**src/rtl/intc_pkg.sv**
```systemverilog
package intc_pkg;
  typedef enum logic {
    LVL_LO = 1'b0,
    LVL_HI = 1'b1
  } lvl_e;
endpackage

```
**src/rtl/intc_arb.sv**
```systemverilog
module intc_arb #(
  parameter int N_SRC    = 16,
  parameter int RSVD_IDX = 8,
  localparam int IDW     = $clog2(N_SRC)
) (
  input  logic [N_SRC-1:0] pend_i,
  input  logic [N_SRC-1:0] en_i,
  input  logic [N_SRC-1:0] prio_i,
  input  logic             glb_en_i,
  output logic             vld_o,
  output intc_pkg::lvl_e   lvl_o,
  output logic [IDW-1:0]   id_o
);
  logic [N_SRC-1:0] cand, hi, sel;

  for (genvar g = 0; g < N_SRC; g++) begin : g_cand
    if (g == RSVD_IDX) begin : g_rsvd
      assign cand[g] = 1'b0;
    end else begin : g_src
      assign cand[g] = pend_i[g] & en_i[g] & glb_en_i;
    end
  end

  assign hi    = cand & prio_i;
  assign sel   = (|hi) ? hi : cand;  // no high candidate: all candidates are low
  assign vld_o = |cand;
  assign lvl_o = (|hi) ? intc_pkg::LVL_HI : intc_pkg::LVL_LO;

  // lowest index wins
  always_comb begin
    id_o = '0;
    for (int i = N_SRC - 1; i >= 0; i--) begin
      if (sel[i]) id_o = IDW'(i);
    end
  end
endmodule

```
**src/rtl/intc_nest.sv**
```systemverilog
module intc_nest (
  input  logic           clk_i,
  input  logic           rst_ni,
  input  logic           take_i,
  input  intc_pkg::lvl_e take_lvl_i,
  input  logic           reti_i,
  input  logic           insn_done_i,
  output logic [1:0]     insv_o,
  output logic           hold_o
);
  logic [1:0] insv_d;

  always_comb begin
    insv_d = insv_o;
    if (reti_i) begin
      if (insv_o[1]) insv_d[1] = 1'b0;
      else           insv_d[0] = 1'b0;
    end
    if (take_i) insv_d[take_lvl_i] = 1'b1;
  end

  always_ff @(posedge clk_i or negedge rst_ni) begin
    if (!rst_ni) begin
      insv_o <= 2'b00;
      hold_o <= 1'b0;
    end else begin
      insv_o <= insv_d;
      if (reti_i)           hold_o <= 1'b1;
      else if (insn_done_i) hold_o <= 1'b0;
    end
  end
endmodule

```
**src/rtl/intc_top.sv**
```systemverilog
module intc_top #(
  parameter int N_SRC      = 16,
  parameter int RSVD_IDX   = 8,
  parameter int VEC_W      = 16,
  parameter int VEC_BASE   = 3,
  parameter int VEC_STRIDE = 8,
  localparam int IDW       = $clog2(N_SRC)
) (
  input  logic             clk_i,
  input  logic             rst_ni,
  input  logic [N_SRC-1:0] pend_i,
  input  logic [N_SRC-1:0] en_i,
  input  logic [N_SRC-1:0] prio_i,
  input  logic             glb_en_i,
  input  logic             insn_done_i,
  input  logic             call_ack_i,
  input  logic             reti_i,
  output logic             irq_req_o,
  output logic [IDW-1:0]   irq_id_o,
  output logic             irq_lvl_o,
  output logic [VEC_W-1:0] irq_vec_o,
  output logic [1:0]       insv_o
);
  localparam logic [VEC_W-1:0] VBASE = VEC_W'(VEC_BASE);
  localparam logic [VEC_W-1:0] VSTEP = VEC_W'(VEC_STRIDE);

  logic           arb_vld, hold, lvl_free, win_ok;
  intc_pkg::lvl_e arb_lvl, lvl_q;
  logic [IDW-1:0] arb_id;

  intc_arb #(.N_SRC(N_SRC), .RSVD_IDX(RSVD_IDX)) u_arb (
    .pend_i  (pend_i),
    .en_i    (en_i),
    .prio_i  (prio_i),
    .glb_en_i(glb_en_i),
    .vld_o   (arb_vld),
    .lvl_o   (arb_lvl),
    .id_o    (arb_id)
  );

  intc_nest u_nest (
    .clk_i      (clk_i),
    .rst_ni     (rst_ni),
    .take_i     (call_ack_i & irq_req_o),
    .take_lvl_i (lvl_q),
    .reti_i     (reti_i),
    .insn_done_i(insn_done_i),
    .insv_o     (insv_o),
    .hold_o     (hold)
  );

  // equal or higher level in service blocks
  assign lvl_free = (arb_lvl == intc_pkg::LVL_HI) ? ~insv_o[1] : ~|insv_o;
  assign win_ok   = arb_vld & lvl_free & ~hold & ~reti_i & ~call_ack_i;

  always_ff @(posedge clk_i or negedge rst_ni) begin
    if (!rst_ni) begin
      irq_req_o <= 1'b0;
      irq_id_o  <= '0;
      lvl_q     <= intc_pkg::LVL_LO;
      irq_vec_o <= '0;
    end else begin
      irq_req_o <= win_ok;
      if (win_ok) begin
        irq_id_o  <= arb_id;
        lvl_q     <= arb_lvl;
        irq_vec_o <= VBASE + VEC_W'(arb_id) * VSTEP;
      end
    end
  end

  assign irq_lvl_o = lvl_q;
endmodule

```
**config.mk**
```make
export PLATFORM = sky130hd
export DESIGN_NAME = intc_top
export DESIGN_NICKNAME = d
export VERILOG_FILES = /design/src/rtl/intc_pkg.sv /design/src/rtl/intc_arb.sv /design/src/rtl/intc_nest.sv /design/src/rtl/intc_top.sv
export SDC_FILE = /design/constraint.sdc
export NUM_CORES = 1
export LEC_CHECK = 0
export BUFFER_PORTS_ARGS = -buffer_cell sky130_fd_sc_hd__buf_2
export CAP_MARGIN = 20
export CORE_ASPECT_RATIO = 0.5
export CORE_MARGIN = 10
export CORE_UTILIZATION = 35
export CTS_BUF_LIST = sky130_fd_sc_hd__clkbuf_8
export CTS_CLUSTER_SIZE = 25
export DETAILED_ROUTE_END_ITERATION = 10
export GPL_ROUTABILITY_DRIVEN = 0
export PLACE_DENSITY = 0.78
export RECOVER_POWER = 50
export REMOVE_ABC_BUFFERS = 1
export SLEW_MARGIN = 20
export SYNTH_ARGS = -nofsm -noshare
export SYNTH_HDL_FRONTEND = slang
export SYNTH_HIERARCHICAL = 1
export SYNTH_SLANG_ARGS = --single-unit
```
**constraint.sdc**
```tcl
create_clock -name clk_i -period 5.5 [get_ports clk_i]
set_clock_uncertainty 0.1 [all_clocks]
set_input_delay 0.825 -clock clk_i [delete_from_list [all_inputs] [get_ports clk_i]]
set_output_delay 0.825 -clock clk_i [all_outputs]
set_load 0.1 [all_outputs]
```
Word level (Yosys, flattened, before mapping)
Index checks and enable logic that the tools add are counted.
{"block": "op_classes", "muxes": 26, "multipliers": 0, "div_mod_pow": 0, "n_addsub": 1, "reduce_logical": 6, "shift": 0, "magnitude_cmp": 2, "bitwise_logic": 41, "n_eq_ne": 0}
{"op": "two-way mux 4 bit", "n": 16}
{"op": "bitwise AND 1 bit", "n": 35}
{"op": "bitwise AND 16 bit", "n": 1}
{"op": "two-way mux 16 bit", "n": 1}
{"op": "OR reduction 16 bit", "n": 1}
{"op": "OR reduction 15 bit", "n": 1}
{"op": "adder 2 x 7 -> 8 bit, first input constant", "n": 1}
{"op": "two-way mux 1 bit", "n": 6}
{"op": "two-way mux 2 bit", "n": 2}
{"op": "inverter 1 bit", "n": 4}
{"op": "less-than comparator 1 x 2 -> 1 bit, second input constant", "n": 1}
{"op": "bitwise OR 2 bit", "n": 1}
{"op": "nonzero test 2 bit", "n": 1}
{"op": "OR reduction 2 bit", "n": 1}
{"op": "demux 1 bit (select 1 bit)", "n": 1}
{"op": "greater-or-equal comparator 1 bit, second input constant", "n": 1}
{"op": "logical AND 1 bit", "n": 1}
{"op": "zero test 1 bit", "n": 1}
{"block": "totals", "reg_bits": 25, "in_bits": 54, "ramBits": 0, "latchBits": 0, "mem_count": 0, "rom_bits": 0, "output_inout_bits": 24, "word_cells": 82}

Longest topological paths before layout
Gate-level depths: netlist (run 1).
{"block": "logic_depth", "word_depth": 22, "depth_mapped": 10, "depth_no_buf": 8}

Modules after synthesis
Netlist (run 1), hierarchy kept.
{"module": "intc_arb", "area_each_um2": 752.0, "seq_area_each_um2": 0.0, "cells_each": 113, "n_inst": 1}
{"module": "intc_top", "area_each_um2": 396.6, "seq_area_each_um2": 175.2, "cells_each": 33, "n_inst": 1}
{"module": "intc_nest", "area_each_um2": 117.6, "seq_area_each_um2": 75.1, "cells_each": 11, "n_inst": 1}

Worst setup path before layout (run 1)
Ideal clock, no wire load.
{"block": "synth_path", "kind": "in2reg", "start": "input glb_en_i", "end": "register lvl_q, in the netlist irq_lvl_o", "cell_stages": 9, "n_path_buf": 2, "slack_ns": 2.646, "required_time_ns": 5.274, "t_arrival_ns": 2.629, "setup_ns": 0.126, "path_cell_list": "buf_4 > buf_2 > nand3_1 > nor2b_1 > and4b_1 > nand2_1 > or4b_4 > nor3_4 > mux2_2"}
{"block": "synth_between", "elab_cells_between_ends": 24, "classes_between": "mux (2); bitwise (20); reduce/logical (2)"}
{"item": "start, declared", "line": "intc_top.sv:14", "text": "input logic glb_en_i,"}
{"item": "bitwise AND 1 bit", "line": "intc_arb.sv:20", "text": "assign cand[g] = pend_i[g] & en_i[g] & glb_en_i;"}
{"item": "OR reduction 15 bit *", "line": "intc_arb.sv:26", "text": "assign vld_o = |cand;"}
{"item": "via arb_vld", "line": "intc_top.sv:27", "text": "logic arb_vld, hold, lvl_free, win_ok;"}
{"item": "bitwise AND 1 bit * (4 in a row)", "line": "intc_top.sv:54", "text": "assign win_ok = arb_vld & lvl_free & ~hold & ~reti_i & ~call_ack_i;"}
{"item": "via win_ok", "line": "intc_top.sv:27"}
{"item": "end signal, assigned", "line": "intc_top.sv:60", "text": "lvl_q <= intc_pkg::LVL_LO;"}
{"item": "end signal, assigned", "line": "intc_top.sv:66", "text": "lvl_q <= arb_lvl;"}
{"item": "end, declared", "line": "intc_top.sv:28", "text": "intc_pkg::lvl_e arb_lvl, lvl_q;"}
Mark *: on every way through the listed nets, which the timed path passes. The rest lies on a longest branch.
A chain may end at the register's enable or synchronous reset.

Worst setup path in the final report (run 1)
{"block": "layout_path", "start": "input glb_en_i", "end": "register irq_id_o[0]"}
{"block": "layout_between", "elab_chain_len": 20, "elab_cells_between_ends": 41, "classes_between": "mux (19); bitwise (20); reduce/logical (2)"}
{"item": "bitwise AND 1 bit", "line": "intc_arb.sv:20"}
{"item": "bitwise AND 16 bit", "line": "intc_arb.sv:24", "text": "assign hi = cand & prio_i;"}
{"item": "OR reduction 16 bit", "line": "intc_arb.sv:25", "text": "assign sel = (|hi) ? hi : cand;"}
{"item": "two-way mux 16 bit *", "line": "intc_arb.sv:25"}
{"item": "two-way mux 4 bit (15 in a row)", "line": "intc_arb.sv:33", "text": "if (sel[i]) id_o = IDW'(i);"}
{"item": "two-way mux 4 bit *", "line": "intc_arb.sv:33"}
{"item": "via arb_id[0]", "line": "intc_top.sv:29", "text": "logic [IDW-1:0] arb_id;"}
{"item": "end signal, assigned", "line": "intc_top.sv:65", "text": "irq_id_o <= arb_id;"}
{"item": "end, declared", "line": "intc_top.sv:19", "text": "output logic [IDW-1:0] irq_id_o,"}
Marked as above.

==> results.sh, run 1 <==
export IMPL_outcome="completed"
export IMPL_core_rowCount=15
export IMPL_worst_pin_slew_ns=1.18
export IMPL_htree_levels=1
export IMPL_path_max_fanout=30
export IMPL_syn_inst=157
export IMPL_cp_cell_sequence="buf_2, nand4_1, o2111ai_2, nor4_4, and2_1, o21bai_1, a311oi_1, o31ai_1, mux2_2"
export IMPL_antenna_found_initial=0
export IMPL_cp_start_kind="input pin"
export IMPL_gr_total_overflow=0
export IMPL_clock_power_share=0.135
export IMPL_cp_top_family="simple AND/OR/NAND/NOR gates"
export IMPL_drv_cap=0
export IMPL_fill_cells=369
export IMPL_pwr_share_seq=0.185
export IMPL_power_leakage_nw=0.759
export IMPL_syn_to_final_growth_pct=22.9
export IMPL_worstSkewPairLatency_ns=0.23
export IMPL_drt_iter0_drc=91
export IMPL_cts_tree="built"
export IMPL_cts_sinks=10
export IMPL_peakVddDrop_mv=0.225
export IMPL_rsz0062_at_grt="false"
export IMPL_vias=1422
export IMPL_post_route_period_util=0.592
export IMPL_power_switching_mw=0.345
export IMPL_nets=268
export IMPL_die_x_um=105
export IMPL_worstSetupEndpointType="register"
export IMPL_num_antenna_cells=0
export IMPL_track_usage=0.122
export IMPL_crit_slowest_cell="nor4_4"
export IMPL_ys_top_cells_by_area="dfrtp_1, buf_4, nand4_1"
export IMPL_cp_startpoint="glb_en_i"
export IMPL_synth_edf_count=0
export IMPL_grt_pass1_vias=1507
export IMPL_finalHoldViolations=0
export IMPL_ant_nets=0
export IMPL_min_delay_start="irq_vec_o[1]"
export IMPL_power_internal_mw=0.206
export IMPL_slew_limit_headroom=0.216
export IMPL_hold_buffers=0
export IMPL_portBuffers=64
export IMPL_yosysSeqAreaShare=0.198
export IMPL_holdPathStages=1
export IMPL_wire_per_inst_um=15.5
export IMPL_period_needed_ns=3.26
export IMPL_path_clk_slew_ns=0.05
export IMPL_drc=0
export IMPL_setup_tns_ns=0
export IMPL_drv_slew=0
export IMPL_grt_max_degree=31
export IMPL_slowest_delay_ns=0.54
export IMPL_critical_path_buf_inv_count=1
export IMPL_ys_async_sr_fraction=1.00
export IMPL_place_ws_ns=2.04
export IMPL_root_buffer="clkbuf_8"
export IMPL_avgSynthCellArea_um2=8.07
export IMPL_ctsResizeCount=0
export IMPL_cts_setup_buffers=0
export IMPL_initial_core_util=0.367
export IMPL_synth_area_leader_cell="dfrtp_1"
export IMPL_firstDrtPassIters=4
export IMPL_max_freq_ghz=0.307
export IMPL_hp_class="reg2reg"
export IMPL_ctsLongestPathBuffers=2
export IMPL_p_comb_frac=0.680
export IMPL_grt_pass1_wl_um=6870
export IMPL_yosys_warnings=6
export IMPL_synth_seq_cells=10
export IMPL_synth_area_um2=1270
export IMPL_cp_data_required_time_ns=5.51
export IMPL_die_area_um2=6570
export IMPL_crit_arrival_ns=3.27
export IMPL_drive_gt1_frac=0.377
export IMPL_cp_depth=9
export IMPL_worstRegToRegCells=3
export IMPL_synth_top_cell_area_share=0.198
export IMPL_routed_wl_um=4070
export IMPL_timing_rr_start="u_nest/insv_o[1]"
export IMPL_final_setup_worst_slack_ns=2.24
export IMPL_worstSetupPathType="in2reg"
export IMPL_synthDistinctLibCells=50
export IMPL_core_area_um2=3450
export IMPL_setup_violations=0
export IMPL_p_per_area_nw_per_um2=354
export IMPL_numCtsBuffers=3
export IMPL_sw_frac_of_total=0.627
export IMPL_dp_hpwl_um=3600
export IMPL_ioPinCount=78
export IMPL_synth_top_flop_cell="dfrtp_1"
export IMPL_post_drt_via_cell_ratio=5.41
export IMPL_die_h_um=62.5
path summary, 6_finish.rpt:
check                                    end  slack (ns)
worst max-delay path             irq_id_o[0]        2.24
max in group asynchronous        irq_id_o[0]        4.51
min in group asynchronous          irq_req_o        0.44
worst min register to register  irq_vec_o[1]        0.40
worst min-delay path            irq_vec_o[1]        0.40
worst max register to register     irq_lvl_o        3.67
worst reg2reg max path, delay by kind of cell (launching register included):
family,cells,cell delay [ns]
flops,1,0.40
mux,1,0.38
simple gates,2,0.84
synthesized netlist by cell type (2+ instances only):
library cell	number
a21oi_1	4
mux2_2	5
buf_4	17
nor4_1	3
buf_2	2
o22ai_2	2
and3_1	5
nand2_1	9
nand4b_1	2
and2_1	3
o211ai_1	2
dfrtp_1	10
buf_6	2
nor2b_1	3
inv_1	9
a211oi_2	2
o21a_1	4
or2_1	2
nand4_1	16
o21ai_0	4
nand2b_1	2
a31oi_1	2
nand3_1	11
nand4_2	3
nor2_1	8
routing by layer:
layer	routed length, um	GRT usage	vias up
met4	65	0.0306	0
met2	2080	0.224	52
met3	333	0.0360	6
met1	1590	0.134	677
li1	-	-	687
met5	0	0	-
kinds of logic (layout without fill, tap and decap cells):
group | count (synthesis) | after routing | synth area share
compound gates | 37 | 37 | 0.229
buf+inv | 30 | 76 | 0.153
flops | 10 | 10 | 0.198
mux | 5 | 5 | 0.0445
other cells | 1 | 10 | 0.00296
simple gates | 74 | 74 | 0.373
per-stage QoR:
step	hold WS [ns]	area [um2]	instances	power, mW	util
after floorplan	0.355	1140	145	0.406	-
after global placement	0.364	1520	260	0.474	0.441
after detailed placement	0.382	1520	260	0.480	0.441
after CTS	0.351	1570	263	0.555	0.453
after global routing	0.422	1560	263	0.576	0.451
final	0.400	1560	263	0.551	0.451
registers in the layout, indices dropped and copies added (netlist names):
signal,count
u_nest/hold_o,1
irq_id_o,3
irq_req_o,1
u_nest/insv_o,2
irq_lvl_o,1
irq_vec_o,2
area by class of cell:
cell class	count	area, um2	share of cell area
multi-input combinational	126	856	0.550
timing repair buffer	64	312	0.200
sequential	10	250	0.161
tap	51	63.8	0.0410
clock buffer	3	41.3	0.0265
inverter	9	33.8	0.0217
placed cells by master (no fill, tap or decap), types with 2 or more instances in the layout:
cell / instances
clkbuf_8: 3
and2_1: 2
mux2_2: 5
nand3_1: 11
nand4_1: 16
and3_1: 5
nand4b_1: 2
buf_2: 57
a211oi_2: 2
or2_1: 2
nand4_2: 3
nand2b_1: 2
inv_1: 9
o22ai_2: 2
nor4_1: 3
nor2b_1: 3
o21ai_0: 4
conb_1: 10
o21a_1: 4
a31oi_1: 2
nor2_1: 8
a21oi_1: 4
clkbuf_1: 7
nand2_1: 9
dfrtp_1: 10
o211ai_1: 2
power groups by stage:
stage / logic [mW] / registers (mW) / clock network, mW
after detailed placement: 0.378 / 0.103 / 0
final: 0.375 / 0.102 / 0.0745
after floorplan: 0.0980 / 0.308 / 0
after global placement: 0.373 / 0.101 / 0
after global routing: 0.390 / 0.105 / 0.0810
after CTS: 0.378 / 0.102 / 0.0750
(Power assumes the default switching activity.)
==> run 2: changes to the inputs <==
==> constraint.sdc (replaced) <==
create_clock -name clk_i -period 3.1 [get_ports clk_i]
set_clock_uncertainty 0.1 [all_clocks]
set_input_delay 0.465 -clock clk_i [delete_from_list [all_inputs] [get_ports clk_i]]
set_output_delay 0.465 -clock clk_i [all_outputs]
set_load 0.1 [all_outputs]
==> run 2 against run 1 <==
Sequential power up 77%. Sequential cell count unchanged. Non-clock buffer count up 5. Register-to-register slack worse by 2.4 ns. Sequential share of layout area down 0.43 points. Total power up 80%. Worst setup slack worse by 1.9 ns. Critical path depth up 1. First-iteration DRC count up 31%. Global-route usage about the same. Largest cell class unchanged.
==> results.sh, run 2 (same netlist as run 1, synthesis figures left out) <==
export IMPL_place_area_um2=1550
export IMPL_min_delay_start="call_ack_i"
export IMPL_routed_wl_um=4200
export IMPL_sw_frac_of_total=0.624
export IMPL_worstSetupPathType="in2reg"
export IMPL_period_needed_ns=2.74
export IMPL_cts_tree="built"
export IMPL_p_per_area_nw_per_um2=618
export IMPL_drv_slew=0
export IMPL_power_internal_mw=0.372
export IMPL_final_setup_worst_slack_ns=0.356
export IMPL_peakVddDrop_mv=0.383
export IMPL_layout_commonest_cell="buf_2"
export IMPL_drt_iter0_drc=119
export IMPL_power_switching_mw=0.617
export IMPL_core_area_um2=3450
export IMPL_grt_pass1_wl_um=6710
export IMPL_worstSkewPairLatency_ns=0.23
export IMPL_place_ws_ns=0.145
export IMPL_met3_usage=0.0525
export IMPL_timing_rr_end="irq_id_o[1]"
export IMPL_syn_to_final_growth_pct=26.3
export IMPL_power_leakage_nw=0.789
export IMPL_ctsLongestPathBuffers=2
export IMPL_numCtsBuffers=3
export IMPL_design_area_um2=1600
export IMPL_mostFrequentLayoutCells="buf_2, nand4_1, nand3_1"
export IMPL_cp_data_required_time_ns=3.12
export IMPL_crit_slowest_cell="buf_2"
export IMPL_r2r_setup_slack_ns=1.27
export IMPL_cts_setup_buffers=0
export IMPL_gr_total_overflow=0
export IMPL_cp_top_family="compound AO/OA/AOI/OAI gates"
export IMPL_worstRegToRegCells=3
export IMPL_gr_usage_met2=0.217
export IMPL_drive_gt1_frac=0.396
export IMPL_nets=273
export IMPL_root_buffer="clkbuf_8"
export IMPL_grt_max_degree=31
export IMPL_initial_core_util=0.367
export IMPL_holdPathStages=2
export IMPL_drv_cap=0
export IMPL_post_drt_via_cell_ratio=5.33
export IMPL_holdPathEnd="irq_req_o"
export IMPL_largest_register="irq_id_o"
export IMPL_die_x_um=105
export IMPL_busiest_layer="met2"
export IMPL_crit_arrival_ns=2.77
export IMPL_ant_nets=0
export IMPL_finalHoldViolations=0
export IMPL_slew_limit_headroom=0.215
export IMPL_cp_cell_sequence="buf_2, nand3_1, o2111ai_2, nor4_4, buf_4, a31oi_1, o21ai_0, a311oi_1, o31ai_1, mux2_2"
export IMPL_p_comb_frac=0.681
export IMPL_die_h_um=62.5
export IMPL_globalRouteMet1Util=0.126
export IMPL_vias=1429
export IMPL_outcome="completed"
export IMPL_clock_power_share=0.136
export IMPL_firstDrtPassIters=4
export IMPL_portBuffers=64
export IMPL_track_usage=0.121
export IMPL_worstSetupEndpointType="register"
export IMPL_largest_register_ffs=3
export IMPL_die_area_um2=6570
export IMPL_worst_pin_slew_ns=1.18
export IMPL_slowest_delay_ns=0.38
export IMPL_cp_start_kind="input pin"
export IMPL_max_freq_ghz=0.364
export IMPL_path_clk_slew_ns=0.05
export IMPL_grt_pass1_vias=1445
export IMPL_drc=0
export IMPL_core_rowCount=15
export IMPL_reg_top3="irq_id_o: 3 flops, irq_vec_o: 2 flops, u_nest/insv_o: 2 flops"
export IMPL_final_util=0.463
export IMPL_num_antenna_cells=0
export IMPL_timing_rr_start="u_nest/insv_o[1]"
export IMPL_setup_tns_ns=0
export IMPL_pwr_share_seq=0.183
export IMPL_hold_buffers=1
export IMPL_holdWs_ns=0.347
export IMPL_ctsResizeCount=0
export IMPL_fill_cells=358
export IMPL_rsz0062_at_grt="false"
export IMPL_ioPinCount=78
export IMPL_setup_violations=0
export IMPL_hp_class="in2reg"
export IMPL_antenna_found_initial=0
export IMPL_critical_path_buf_inv_count=2
export IMPL_cts_sinks=10
export IMPL_wire_per_inst_um=15.7
export IMPL_dp_hpwl_um=3590
export IMPL_htree_levels=1
export IMPL_path_max_fanout=30
export IMPL_post_route_period_util=0.885
-- run 2: cell types whose count changed in the layout (fill, tap and decap cells not counted), sizes merged --
| cell | delta |
|---|---|
| buf | +6 |
| clkbuf | -2 |
| dlygate4sd3 | +1 |
-- run 2: how the worst max path moves through the flow --
stage,startpoint,end,slack [ns],depth (start not counted)
after global placement,glb_en_i,irq_id_o[0],0.23,10
final,glb_en_i,irq_id_o[0],0.36,10
after global routing,glb_en_i,irq_id_o[0],0.16,10
after CTS,glb_en_i,irq_id_o[0],0.38,10
after floorplan,pend_i[15],irq_id_o[0],0.67,8
after detailed placement,glb_en_i,irq_id_o[0],0.14,10
-- run 2: per-stage QoR --
step	cells	power, mW
after floorplan	145	0.720
after global placement	264	0.846
after detailed placement	264	0.856
after CTS	268	0.994
after global routing	268	1.04
final	268	0.989
-- run 2: power groups by stage --
| stage | sequential, mW | clock (mW) | combinational [mW] |
|---|---|---|---|
| final | 0.181 | 0.135 | 0.673 |
| after floorplan | 0.546 | 0 | 0.174 |
| after detailed placement | 0.182 | 0 | 0.674 |
| after global placement | 0.180 | 0 | 0.666 |
| after global routing | 0.186 | 0.149 | 0.701 |
| after CTS | 0.180 | 0.137 | 0.677 |
-- run 2: per-layer routing --
metal | part of all wire | vias to the layer above
met5 | 0 | -
met4 | 0.012 | 0
met3 | 0.090 | 6
met2 | 0.51 | 59
met1 | 0.39 | 666
li1 | - | 698
-- run 2: layout make-up --
cell class | count | area [um2] | share of cell area
Timing Repair Buffer | 69 | 354 | 0.221
Tap cell | 51 | 63.8 | 0.0399
Inverter | 9 | 33.8 | 0.0211
Multi-Input combinational cell | 126 | 856 | 0.535
Clock buffer | 3 | 41.3 | 0.0258
Sequential cell | 10 | 250 | 0.156
